--- src/rtl/irq_cond_pkg.sv ---
`timescale 1ns/1ps
package irq_cond_pkg;
  localparam int unsigned ADDR_W        = 12;
  localparam int unsigned DATA_W        = 32;
  localparam int unsigned WEDGE_NUM_W   = 11;
  localparam int unsigned WEDGE_SET_BIT = 31;
  localparam int unsigned CFG_W         = 8;

  // register block selected by addr[11:8]
  typedef enum logic [3:0] {
    BLK_MISC = 4'h0,
    BLK_PEND = 4'h1,
    BLK_MASK = 4'h2,
    BLK_MSET = 4'h3,
    BLK_MCLR = 4'h4,
    BLK_POL  = 4'h5,
    BLK_TRIG = 4'h6,
    BLK_DUAL = 4'h7
  } blk_e;

  localparam logic [5:0] MISC_CFG   = 6'd0;
  localparam logic [5:0] MISC_WEDGE = 6'd1;
endpackage

--- src/rtl/irq_sync.sv ---
`timescale 1ns/1ps
module irq_sync #(
  parameter int unsigned W = 8
) (
  input  logic         clk_i,
  input  logic         rst_ni,
  input  logic [W-1:0] raw_i,
  output logic [W-1:0] sync_o,
  output logic [W-1:0] dly_o
);
  logic [W-1:0] meta_q, sync_q, dly_q;

  always_ff @(posedge clk_i or negedge rst_ni) begin
    if (!rst_ni) begin
      meta_q <= '0;
      sync_q <= '0;
      dly_q  <= '0;
    end else begin
      meta_q <= raw_i;
      sync_q <= meta_q;
      dly_q  <= sync_q;
    end
  end

  assign sync_o = sync_q;
  assign dly_o  = dly_q;
endmodule

--- src/rtl/irq_line_cond.sv ---
`timescale 1ns/1ps
module irq_line_cond (
  input  logic clk_i,
  input  logic rst_ni,
  input  logic sync_i,
  input  logic dly_i,
  input  logic pol_i,
  input  logic trig_i,
  input  logic dual_i,
  input  logic wset_i,
  input  logic wclr_i,
  output logic pend_o
);
  logic rise, fall, hit, level, latch_q;

  assign rise  = sync_i & ~dly_i;
  assign fall  = ~sync_i & dly_i;
  assign hit   = dual_i ? (rise | fall) : (pol_i ? rise : fall);
  assign level = ~(sync_i ^ pol_i);

  // edge and set win over a concurrent clear
  always_ff @(posedge clk_i or negedge rst_ni) begin
    if (!rst_ni)      latch_q <= 1'b0;
    else if (!trig_i) latch_q <= 1'b0;
    else              latch_q <= (latch_q & ~wclr_i) | hit | wset_i;
  end

  assign pend_o = trig_i ? latch_q : level;
endmodule

--- src/rtl/irq_regs.sv ---
`timescale 1ns/1ps
module irq_regs
  import irq_cond_pkg::*;
#(
  parameter int unsigned N_IRQ = 64
) (
  input  logic              clk_i,
  input  logic              rst_ni,
  input  logic              wr_en_i,
  input  logic [ADDR_W-1:0] addr_i,
  input  logic [DATA_W-1:0] wdata_i,
  input  logic [N_IRQ-1:0]  pend_i,
  output logic [DATA_W-1:0] rdata_o,
  output logic [N_IRQ-1:0]  mask_o,
  output logic [N_IRQ-1:0]  pol_o,
  output logic [N_IRQ-1:0]  trig_o,
  output logic [N_IRQ-1:0]  dual_o,
  output logic [N_IRQ-1:0]  wset_o,
  output logic [N_IRQ-1:0]  wclr_o,
  output logic [N_IRQ-1:0]  mset_o,
  output logic [N_IRQ-1:0]  mclr_o
);
  localparam int unsigned N_WORDS = (N_IRQ + 31) / 32;
  localparam int unsigned PAD     = N_WORDS * 32;
  localparam int unsigned WIDX    = (N_WORDS > 1) ? $clog2(N_WORDS) : 1;

  logic [3:0]             blk;
  logic [5:0]             word;
  logic                   addr_ok, word_ok;
  logic [WIDX-1:0]        word_idx;
  logic [N_WORDS-1:0]     wsel;
  logic [N_IRQ-1:0]       line_sel, wbit, pol_we, trig_we, dual_we;
  logic                   wedge_wr;
  logic [WEDGE_NUM_W-1:0] wnum;
  logic [N_IRQ-1:0]       mask_q, pol_q, trig_q, dual_q;

  assign blk      = addr_i[11:8];
  assign word     = addr_i[7:2];
  assign addr_ok  = (addr_i[1:0] == 2'b00);
  assign word_ok  = (32'(word) < N_WORDS);
  assign word_idx = word[WIDX-1:0];

  always_comb begin
    for (int w = 0; w < N_WORDS; w++)
      wsel[w] = wr_en_i && addr_ok && (word == 6'(w));
  end

  always_comb begin
    for (int i = 0; i < N_IRQ; i++) begin
      line_sel[i] = wsel[i / 32];
      wbit[i]     = wdata_i[i % 32];
    end
  end

  assign mset_o  = line_sel & wbit & {N_IRQ{blk == BLK_MSET}};
  assign mclr_o  = line_sel & wbit & {N_IRQ{blk == BLK_MCLR}};
  assign pol_we  = line_sel & {N_IRQ{blk == BLK_POL}};
  assign trig_we = line_sel & {N_IRQ{blk == BLK_TRIG}};
  assign dual_we = line_sel & {N_IRQ{blk == BLK_DUAL}};

  // software injection: one line per write
  assign wedge_wr = wr_en_i && addr_ok && (blk == BLK_MISC) && (word == MISC_WEDGE);
  assign wnum     = wdata_i[WEDGE_NUM_W-1:0];

  always_comb begin
    for (int i = 0; i < N_IRQ; i++) begin
      wset_o[i] = wedge_wr &&  wdata_i[WEDGE_SET_BIT] && (wnum == WEDGE_NUM_W'(i));
      wclr_o[i] = wedge_wr && !wdata_i[WEDGE_SET_BIT] && (wnum == WEDGE_NUM_W'(i));
    end
  end

  always_ff @(posedge clk_i or negedge rst_ni) begin
    if (!rst_ni) begin
      mask_q <= '0;
      pol_q  <= '1;
      trig_q <= '0;
      dual_q <= '0;
    end else begin
      mask_q <= (mask_q | mset_o) & ~mclr_o;
      pol_q  <= (pol_q  & ~pol_we)  | (wbit & pol_we);
      trig_q <= (trig_q & ~trig_we) | (wbit & trig_we);
      dual_q <= (dual_q & ~dual_we) | (wbit & dual_we);
    end
  end

  assign mask_o = mask_q;
  assign pol_o  = pol_q;
  assign trig_o = trig_q;
  assign dual_o = dual_q;

  logic [N_WORDS-1:0][31:0] pend_w, mask_w, pol_w, trig_w, dual_w;
  assign pend_w = PAD'(pend_i);
  assign mask_w = PAD'(mask_q);
  assign pol_w  = PAD'(pol_q);
  assign trig_w = PAD'(trig_q);
  assign dual_w = PAD'(dual_q);

  always_comb begin
    rdata_o = '0;
    if (addr_ok) begin
      if (blk == BLK_MISC) begin
        if (word == MISC_CFG) rdata_o = DATA_W'(CFG_W'(N_IRQ / 8 - 1));
      end else if (word_ok) begin
        case (blk)
          BLK_PEND: rdata_o = pend_w[word_idx];
          BLK_MASK: rdata_o = mask_w[word_idx];
          BLK_POL:  rdata_o = pol_w[word_idx];
          BLK_TRIG: rdata_o = trig_w[word_idx];
          BLK_DUAL: rdata_o = dual_w[word_idx];
          default:  rdata_o = '0;
        endcase
      end
    end
  end
endmodule

--- src/rtl/irq_cond_bank.sv ---
`timescale 1ns/1ps
module irq_cond_bank
  import irq_cond_pkg::*;
#(
  parameter int unsigned N_IRQ = 64
) (
  input  logic              clk_i,
  input  logic              rst_ni,
  input  logic [N_IRQ-1:0]  irq_raw_i,
  input  logic              wr_en_i,
  input  logic [ADDR_W-1:0] addr_i,
  input  logic [DATA_W-1:0] wdata_i,
  output logic [DATA_W-1:0] rdata_o,
  output logic [N_IRQ-1:0]  irq_pend_o
);
  logic [N_IRQ-1:0] sync_q, dly_q, pend_all;
  logic [N_IRQ-1:0] mask_q, pol_q, trig_q, dual_q;
  logic [N_IRQ-1:0] wset, wclr, mset, mclr;

  irq_sync #(.W(N_IRQ)) u_sync (
    .clk_i  (clk_i),
    .rst_ni (rst_ni),
    .raw_i  (irq_raw_i),
    .sync_o (sync_q),
    .dly_o  (dly_q)
  );

  for (genvar i = 0; i < N_IRQ; i++) begin : g_line
    irq_line_cond u_cond (
      .clk_i  (clk_i),
      .rst_ni (rst_ni),
      .sync_i (sync_q[i]),
      .dly_i  (dly_q[i]),
      .pol_i  (pol_q[i]),
      .trig_i (trig_q[i]),
      .dual_i (dual_q[i]),
      .wset_i (wset[i]),
      .wclr_i (wclr[i]),
      .pend_o (pend_all[i])
    );
  end

  irq_regs #(.N_IRQ(N_IRQ)) u_regs (
    .clk_i   (clk_i),
    .rst_ni  (rst_ni),
    .wr_en_i (wr_en_i),
    .addr_i  (addr_i),
    .wdata_i (wdata_i),
    .pend_i  (pend_all),
    .rdata_o (rdata_o),
    .mask_o  (mask_q),
    .pol_o   (pol_q),
    .trig_o  (trig_q),
    .dual_o  (dual_q),
    .wset_o  (wset),
    .wclr_o  (wclr),
    .mset_o  (mset),
    .mclr_o  (mclr)
  );

  assign irq_pend_o = pend_all & mask_q;
endmodule

--- config.mk ---
export PLATFORM = sky130hd
export DESIGN_NAME = irq_cond_bank
export DESIGN_NICKNAME = d
export VERILOG_FILES = /design/src/rtl/irq_cond_pkg.sv /design/src/rtl/irq_sync.sv /design/src/rtl/irq_line_cond.sv /design/src/rtl/irq_regs.sv /design/src/rtl/irq_cond_bank.sv
export SDC_FILE = /design/constraint.sdc
export NUM_CORES = 1
export LEC_CHECK = 0
export BUFFER_PORTS_ARGS = -buffer_cell sky130_fd_sc_hd__buf_2
export CAP_MARGIN = 20
export CORE_ASPECT_RATIO = 0.6
export CORE_MARGIN = 2
export CORE_UTILIZATION = 50
export CTS_BUF_LIST = sky130_fd_sc_hd__clkbuf_8
export DETAILED_ROUTE_END_ITERATION = 8
export HOLD_SLACK_MARGIN = 0.06
export PLACE_DENSITY = 0.79
export REMOVE_ABC_BUFFERS = 1
export SLEW_MARGIN = 20
export SYNTH_ARGS = -nofsm -noshare
export SYNTH_HDL_FRONTEND = slang
export SYNTH_SLANG_ARGS = --single-unit
--- constraint.sdc ---
create_clock -name clk_i -period 2.4 [get_ports clk_i]
set_input_delay 0.48 -clock clk_i [delete_from_list [all_inputs] [get_ports clk_i]]
set_output_delay 0.48 -clock clk_i [all_outputs]
set_load 0.01 [all_outputs]
## Word-level counts from Yosys, hierarchy flattened

Cells that the tools add are included.

- Register bits after elaboration: 512
- Bits of input ports: 111
- Output and inout port bits: 96
- Logic and storage cells: 1281

- Order comparisons: 2
- Eq/ne operators: 71
- Multiplexer cells: 271
- Bitwise gates (word level): 726
- Reductions and logical operators: 140

Operators with widths:

| cell | number |
|---|---|
| bitwise AND 64 bit | 14 |
| two-way mux 32 bit | 13 |
| == test 11 x 6 -> 1 bit, second input constant | 32 |
| two-way mux 1 bit | 256 |
| inverter 1 bit | 256 |
| inverter 64 bit | 4 |
| bitwise OR 64 bit | 4 |
| bitwise AND 1 bit | 192 |
| bitwise OR 1 bit | 192 |
| == test 11 x 5 -> 1 bit, second input constant | 16 |
| case mux 32 bit (5 select lines) | 1 |
| logical AND 1 bit | 135 |
| == test 11 x 4 -> 1 bit, second input constant | 8 |
| XOR 1 bit | 64 |
| == test 11 x 3 -> 1 bit, second input constant | 4 |
| == test 11 x 2 -> 1 bit, second input constant | 2 |
| == test 4 x 3 -> 1 bit, second input constant | 4 |
| == test 11 x 1 -> 1 bit, second input constant | 1 |
| zero test 11 bit | 1 |
| == test 4 x 2 -> 1 bit, second input constant | 2 |
| == test 6 x 1 -> 1 bit, second input constant | 1 |
| zero test 6 bit | 1 |
| less-than comparator 6 x 2 -> 1 bit, second input constant | 1 |
| == test 4 x 1 -> 1 bit, second input constant | 1 |
| 5 further kinds | 5 |

## Longest topological paths before layout

Gate-level depths: netlist of the first run.

- Word-level depth: 11
- Mapped depth: 7
- Gate-level depth less buffers: 6

## By module

From an unflattened synthesis of the first run, not the netlist that was laid out.

- Cell total of the unflattened synthesis: 2416
- Area total of the unflattened synthesis: 26107.5 µm²

By module, submodules not included:

| module | instances | cells an instance | area an instance (µm²) | sequential area each (µm²) |
|---|---|---|---|---|
| irq_regs | 1 | 1264 | 13775.7 | 6486.2 |
| irq_line_cond | 64 | 14 | 111.4 | 25.0 |
| irq_sync | 1 | 192 | 4804.6 | 4804.6 |
| irq_cond_bank | 1 | 64 | 400.4 | 0.0 |

## Least setup slack after synthesis of the first run

No wires, ideal clock.

- Path type: input to output
- Start: in addr_i[3]
- End: out rdata_o[13]
- Data arrival time: 2.137 ns
- Data required time: 1.920 ns
- Slack: -0.217 ns
- Stages: 7
- Path buffers: 3
- Path through: or3_1 > clkbuf_1 > nor4_1 > o21ai_0 > clkbuf_1 > clkbuf_1 > a21oi_1

- Word-level cells in the longest chain between the ends: 4

Ends and longest elaborated chain:

| what | line | RTL |
|---|---|---|
| start: declaration | irq_cond_bank.sv:11 | `input logic [ADDR_W-1:0] addr_i,` |
| less-than comparator 6 x 2 -> 1 bit | irq_regs.sv:40 | `assign word_ok = (32'(word) < N_WORDS);` |
| two-way mux 32 bit | irq_regs.sv:103 | `end else if (word_ok) begin` |
| two-way mux 32 bit | irq_regs.sv:101 | `if (blk == BLK_MISC) begin` |
| two-way mux 32 bit | irq_regs.sv:100 | `if (addr_ok) begin` |
| end: declaration | irq_cond_bank.sv:13 | `output logic [DATA_W-1:0] rdata_o,` |

Every way passes these cells.

==> metrics.txt, run 1 <==
Reg area=between 0.01 and 0.015 mm^2; commonest non-fill, non-tap cells in the layout=438 x dfrtp_1, 238 x mux2_2, 186 x inv_1; Slew headroom=0.473; gpl congestion=roughly 0.94; maximum clock path buffer count=3; Vias/cell=a little over 6; Pwr Density=between 500 and 600 mW/mm^2; largest fanout on the critical path=2; Final setup violation count=34; final hold viol count=0; Skew-Pair Late Insertion Delay=about 0.65 ns; port bufs=approximately 200; Post-Route WL=86000 um; CP Data Required Time=1.92 ns; Die ar.=~0.053 mm^2; multi-input combinational cell area=~0.012 mm^2; reg-to-reg setup timing slack=0.73 ns; Syn Inst Count=~2300; Initial Util=0.505; synth unique cells=51; startpoint types=register; Async SR Flop Fraction=1.00; Seq pwr share=0.494; Layout area overhead=27.7%; # H-tree levels=3; total CTS buffers=between 70 and 80; Placed Cells=~3200; WHS=about 0.14 ns; post-detail-place hpwl=~57000 um; initial drt markers=2594; # IOs=207; Die H=179 um; Final Max Tran Viols=0; Final Core Density=0.644; static leakage=approximately 15 nW; first-pass GRT wire length=126000 um; internal power=around 14 mW; synthesized cell area=between 0.02 and 0.03 mm^2; CTS tree=built; maxcap violations=0; crit path cell chain=buf_4 -> mux2i_1 -> o221ai_1 -> a21oi_1 -> a31oi_1 -> buf_4 -> buf_2; largest net degree at the start of global routing=between 70 and 80; initial antenna violation count=4; DRT Pass-1 Iters=6; Fill cells=3709; Total Neg Setup Slack=-4.37 ns; status=complete, but fails checks; CP max-delay cell=dfstp_2; Seq/Total Area, Yosys=0.502; CTS Sinks=approximately 500; routed len/inst=approximately 25 um; failing checks=negative setup slack; Max Freq=379 MHz; register bit count reported by yosys=roughly 510; syn avg cell area=between 10 and 15 um^2; DRC Markers=0; number of synthesized flops with an enable pin=0; NetSw=about 4.6 mW; commonest non-fill, non-tap cell in the layout=dfrtp_1; kind of critical path=register to primary output; Post-synth top flop=dfrtp_1; element type at the critical path end=primary output; routed via count=around 21000; vias in the first global route=around 21000; max incr delay on CP=about 0.57 ns; CORE AREA=0.0508 mm^2; clock network fraction of total power=0.422; total track usage=0.310; DIE WIDTH=between 200 and 300 um; clock skew=approximately 0.023 ns; share of layout cells above drive strength 1=0.363; antenna violation net count after detailed routing=0; final worst slack=-0.238 ns; Critical Path AT=2.16 ns; CTS Root Cell=clkbuf_8; Tot Pwr=about 18 mW; Post-Layout Cell Count=about 3500; most used cell, CP=buf_4; Syn. warnings=0; Rows=64; nets@finish=slightly below 3000; clock-pin transition on the worst setup and hold timing paths=0.07 ns; combinational share of power=0.084; Remaining Overflow, GRT=0; minimum clock period=around 2.6 ns; Min-Delay Path Class=input port to register; Slew @ Worst Pin=a little under 0.8 ns; Net Sw Frac=0.253; Worst VDD drop=~0.0004 V; period utilization=1.10; unrepaired setup endpoints after global routing=true
==> layout make-up <==
type,instances,share of cell area
clock buffer,102,0.0428
clock inverter,41,0.00787
multi-input combinational,1460,0.378
tap,693,0.0265
timing repair buffer,498,0.132
sequential,512,0.394
inverter,161,0.0184
antenna,7,0.000535
==> per-stage QoR <==
stage	setup WS, ns	cell area, um^2
5_1_grt	-0.349	32800
2_1_floorplan	-2.04	25000
3_3_place_gp	-0.334	28700
4_1_cts	-0.161	31500
6_report	-0.238	32800
3_5_place_dp	-0.384	28700
==> metal layers <==
| layer | wire length, um | share of wire | global-route usage |
|---|---|---|---|
| met4 | 4100 | 0.048 | 0.120 |
| met1 | 34300 | 0.40 | 0.433 |
| met2 | 37900 | 0.44 | 0.466 |
| met3 | 9720 | 0.11 | 0.0794 |
| met5 | 0 | 0 | 0 |
==> cells by family after synthesis <==
kind of cell | after synthesis | share of synthesized area
multiplexers | 367 | 0.155
buffers and inverters | 311 | 0.0479
AO/OA/AOI/OAI | 609 | 0.151
flip-flops | 512 | 0.502
AND/OR/NAND/NOR | 292 | 0.0601
adder cells (fa/ha/maj) | 128 | 0.0624
XOR/XNOR | 64 | 0.0218
==> what timing repair did <==
action | CTS | global route
hold endpoints to repair | 194 | 0
setup buffers | 17 | 45
pin swaps | 19 | 76
endpoints found under the setup margin | 43 | 56
hold buffers | 65 | 0
cloned | 0 | 8
gates resized for setup | 122 | 147
==> power groups by stage <==
stage               clock network (mW)  registers (mW)  logic (mW)
global route                      8.19            9.01        1.65
CTS                               7.75            8.98        1.38
finish                            7.67            8.99        1.53
global placement                     0            9.12        1.19
floorplan                            0            9.08       0.436
detailed placement                   0            9.13        1.25
==> synth_stat cells (3+ instances only) <==
master     count  share of area
a21boi_0       4         0.0012
dfrtp_1      448           0.44
a22o_1        36          0.012
o21ai_0      109          0.021
o211a_1       15         0.0059
o211ai_1      49          0.014
buf_1         25         0.0037
nand3_1       41         0.0080
or3b_2         4         0.0014
nor4b_1        3         0.0010
xor2_1        64          0.022
and3b_1        4         0.0014
a21oi_1      174          0.034
mux2_2       238           0.10
nand2_1      124          0.018
nand4bb_1      4         0.0018
ha_1         128          0.062
or3_1          3        0.00073
and4b_1        3         0.0012
nor4_1         4        0.00097
inv_1        160          0.023
and3_1         3        0.00073
clkbuf_1     111          0.016
buf_6          7         0.0031
or4b_2         3         0.0012
and2_1        53          0.013
a31oi_1       68          0.017
nor2_1        18         0.0026
a221oi_1      28         0.0096
dfstp_2       64          0.066
or2_2          3        0.00073
o22ai_1       29         0.0071
nor3b_1        5         0.0015
mux2i_1      129          0.050
a21boi_1      28         0.0082
o31ai_1       64          0.019
buf_2          7         0.0014
nand3b_1       4         0.0012
==> final timing paths <==
path | from | to | depth (start not counted)
max reg2reg | register | g_line[40].u_cond.latch_q | 4
max | register | rdata_o[0] | 7
min reg2reg | u_sync.meta_q[48] | u_sync.sync_o[48] | 0
max in group asynchronous | rst_ni | async pin | 4
min in group asynchronous | rst_ni | g_line[10].u_cond.latch_q | 2
min | wdata_i[17] | u_regs.mask_o[49] | 2
==> worst max-delay path, delay by kind of cell (launching register included) <==
family	cells	cell delay [ns]
muxes	1	0.07
DFF	1	0.57
AOI/OAI and AO/OA	3	0.44
buffers and inverters	3	0.44
Power figures use the tool's default switching activity.
==> run 2: changes to the inputs <==
--- a/config.mk
+++ b/config.mk
@@ -12,10 +12,11 @@
 export CORE_UTILIZATION = 50
 export CTS_BUF_LIST = sky130_fd_sc_hd__clkbuf_8
 export DETAILED_ROUTE_END_ITERATION = 8
+export GPL_ROUTABILITY_DRIVEN = 0
 export HOLD_SLACK_MARGIN = 0.06
 export PLACE_DENSITY = 0.79
-export REMOVE_ABC_BUFFERS = 1
 export SLEW_MARGIN = 20
 export SYNTH_ARGS = -nofsm -noshare
 export SYNTH_HDL_FRONTEND = slang
+export SYNTH_HIERARCHICAL = 1
 export SYNTH_SLANG_ARGS = --single-unit
==> metrics.txt, run 2 <==
status=complete, but fails checks; failing checks=negative setup slack; Final Max Tran Viols=0 (unchanged); static leakage=15.2 nW (-1.6%); element type at the critical path end=primary output; period utilization=1.21 (+0.115); post-synth net total=approximately 2600; placed inst area=0.0289 mm^2 (+0.72%); synthesized cell area=0.0257 mm^2 (+0.11%); maxcap violations=0 (unchanged); # IOs=207 (unchanged); Syn Inst Count=2348 (+2.8%); largest net degree at the start of global routing=76 (+7.0%); Final setup violation count=32 (-5.9%); CTS Root Cell=clkbuf_8; pre-CTS setup slack=-0.525 ns (-0.141 ns); clock skew=0.0473 ns (+0.0243 ns); cells on worst reg2reg path=5 (+1); Placed Cells=3273 (+2.6%); Worst VDD drop=0.000345 V (-16%); minimum clock period=2.91 ns (+0.275 ns); unrepaired setup endpoints after global routing=true; clock-pin transition on the worst setup and hold timing paths=0.06 ns (about the same); routed via count=20500 (-4.0%); Pwr Density=556 mW/mm^2 (+0.10%); nets@finish=3008 (+2.0%); WHS Endpoint=u_regs/mask_o[48]; reg2reg end=g_line[34].u_cond/latch_q; Max Freq=343 MHz (-9.5%); Syn. warnings=6 (+6); initial drt markers=1943 (-25%); DIE WIDTH=297 um (about the same); Critical Path AT=2.43 ns (+0.27 ns); CP Data Required Time=1.92 ns (about the same); total track usage=0.302 (-0.00862); Initial Util=0.505 (+0.000566); largest fanout on the critical path=8 (+6); Skew-Pair Late Insertion Delay=0.65 ns (about the same); final instance area=0.0319 mm^2 (-2.7%); Remaining Overflow, GRT=0 (unchanged); total CTS buffers=81 (+3.8%); commonest non-fill, non-tap cells in the layout=447 x dfrtp_1, 290 x inv_1, 227 x nor2_1; syn avg cell area=10.9 um^2 (-2.7%); worst hold stages=2 (unchanged); CORE AREA=0.0508 mm^2 (unchanged); reg-to-reg setup timing slack=0.93 ns (+0.20 ns); final hold viol count=0 (unchanged); post-detail-place hpwl=53600 um (-5.5%); Vias/cell=5.81 (-5.7%); first-pass GRT wire length=123000 um (-2.2%); Post-Layout Cell Count=3535 (+1.8%); maximum clock path buffer count=3 (unchanged); HP Start=wdata_i[16]; CTS tree=built; routed len/inst=22.7 um (-8.2%); antenna violation net count after detailed routing=0 (unchanged); vias in the first global route=21400 (-0.079%); CTS Sinks=512 (unchanged); Slew headroom=0.614 (+0.140); initial antenna violation count=10 (+6); DRT Pass-1 Iters=6 (unchanged); commonest non-fill, non-tap cell in the layout=dfrtp_1; Die ar.=0.0533 mm^2 (+0.11%); Layout area overhead=24.1%; # H-tree levels=3 (unchanged); kind of critical path=input port to primary output; share of layout cells above drive strength 1=0.300 (-0.0624); DRC Markers=0 (unchanged); Die H=180 um (about the same); Rows=64 (unchanged); startpoint types=input port; Post-Route WL=80300 um (-6.6%); Slew @ Worst Pin=0.580 ns (-0.210 ns); Final Core Density=0.627 (-0.0171); port bufs=206 (unchanged); WHS=0.142 ns (-0.00261 ns); final worst slack=-0.514 ns (-0.275 ns); Min-Delay Path Class=input port to register
==> run 2: timing repair <==
| action | in CTS | in global routing |
|---|---|---|
| setup buffers | 26 | 25 |
| gates resized for setup | 64 | 76 |
| pin swaps | 26 | 26 |
| setup endpoints to repair | 56 | 70 |
| hold buffers | 65 | 0 |
| endpoints found under the hold margin | 97 | 0 |
| cloned | 2 | 0 |
==> run 2: final cells by class <==
type	instances	area, um^2
Clock buffer	104	1430
Multi-Input combinational cell	1452	11800
Inverter	257	965
Tap cell	693	867
Antenna cell	8	20.0
Timing Repair Buffer	465	3740
Clock inverter	44	183
Fill cell	3749	19000
Sequential cell	512	12900
==> run 2: metal layers <==
| metal | part of all wire | GRT usage | wire length, um |
|---|---|---|---|
| met1 | 0.41 | 0.415 | 32700 |
| met2 | 0.44 | 0.439 | 35300 |
| met3 | 0.10 | 0.0791 | 8180 |
| met4 | 0.051 | 0.157 | 4080 |
| met5 | 0.00010 | 0 | 8 |
==> run 2: where the power goes <==
group / switching, mW / internal (mW)
Clock: 3.56 / 3.88
Sequential: 0.157 / 8.83
Combinational: 0.771 / 0.526
Total: 4.49 / 13.2
==> run 2: worst max-delay path: stages <==
cell,delay [ns]
buf_6,0.09
or4_4,0.56
or4_4,0.46
nor4_4,0.17
buf_6,0.19
buf_12,0.18
o31a_1,0.19
buf_6,0.12
==> run 2: worst max path at each step <==
stage	startpoint	end	slack, ns	cells after the start
6_report	addr_i[7]	rdata_o[25]	-0.51	8
5_1_grt	register	rdata_o[13]	-0.57	6
4_1_cts	addr_i[7]	rdata_o[30]	-0.51	9
3_5_place_dp	addr_i[7]	rdata_o[25]	-0.52	7
3_3_place_gp	addr_i[7]	rdata_o[25]	-0.48	7
2_1_floorplan	addr_i[7]	rdata_o[21]	-0.28	7
==> run 2: stage by stage <==
stage	power (mW)	TNS (ns)
2_1_floorplan	9.61	-29.45
3_3_place_gp	10.2	-97.84
3_5_place_dp	10.3	-107.02
4_1_cts	17.8	-14.56
5_1_grt	18.4	-15.94
6_report	17.7	-14.28
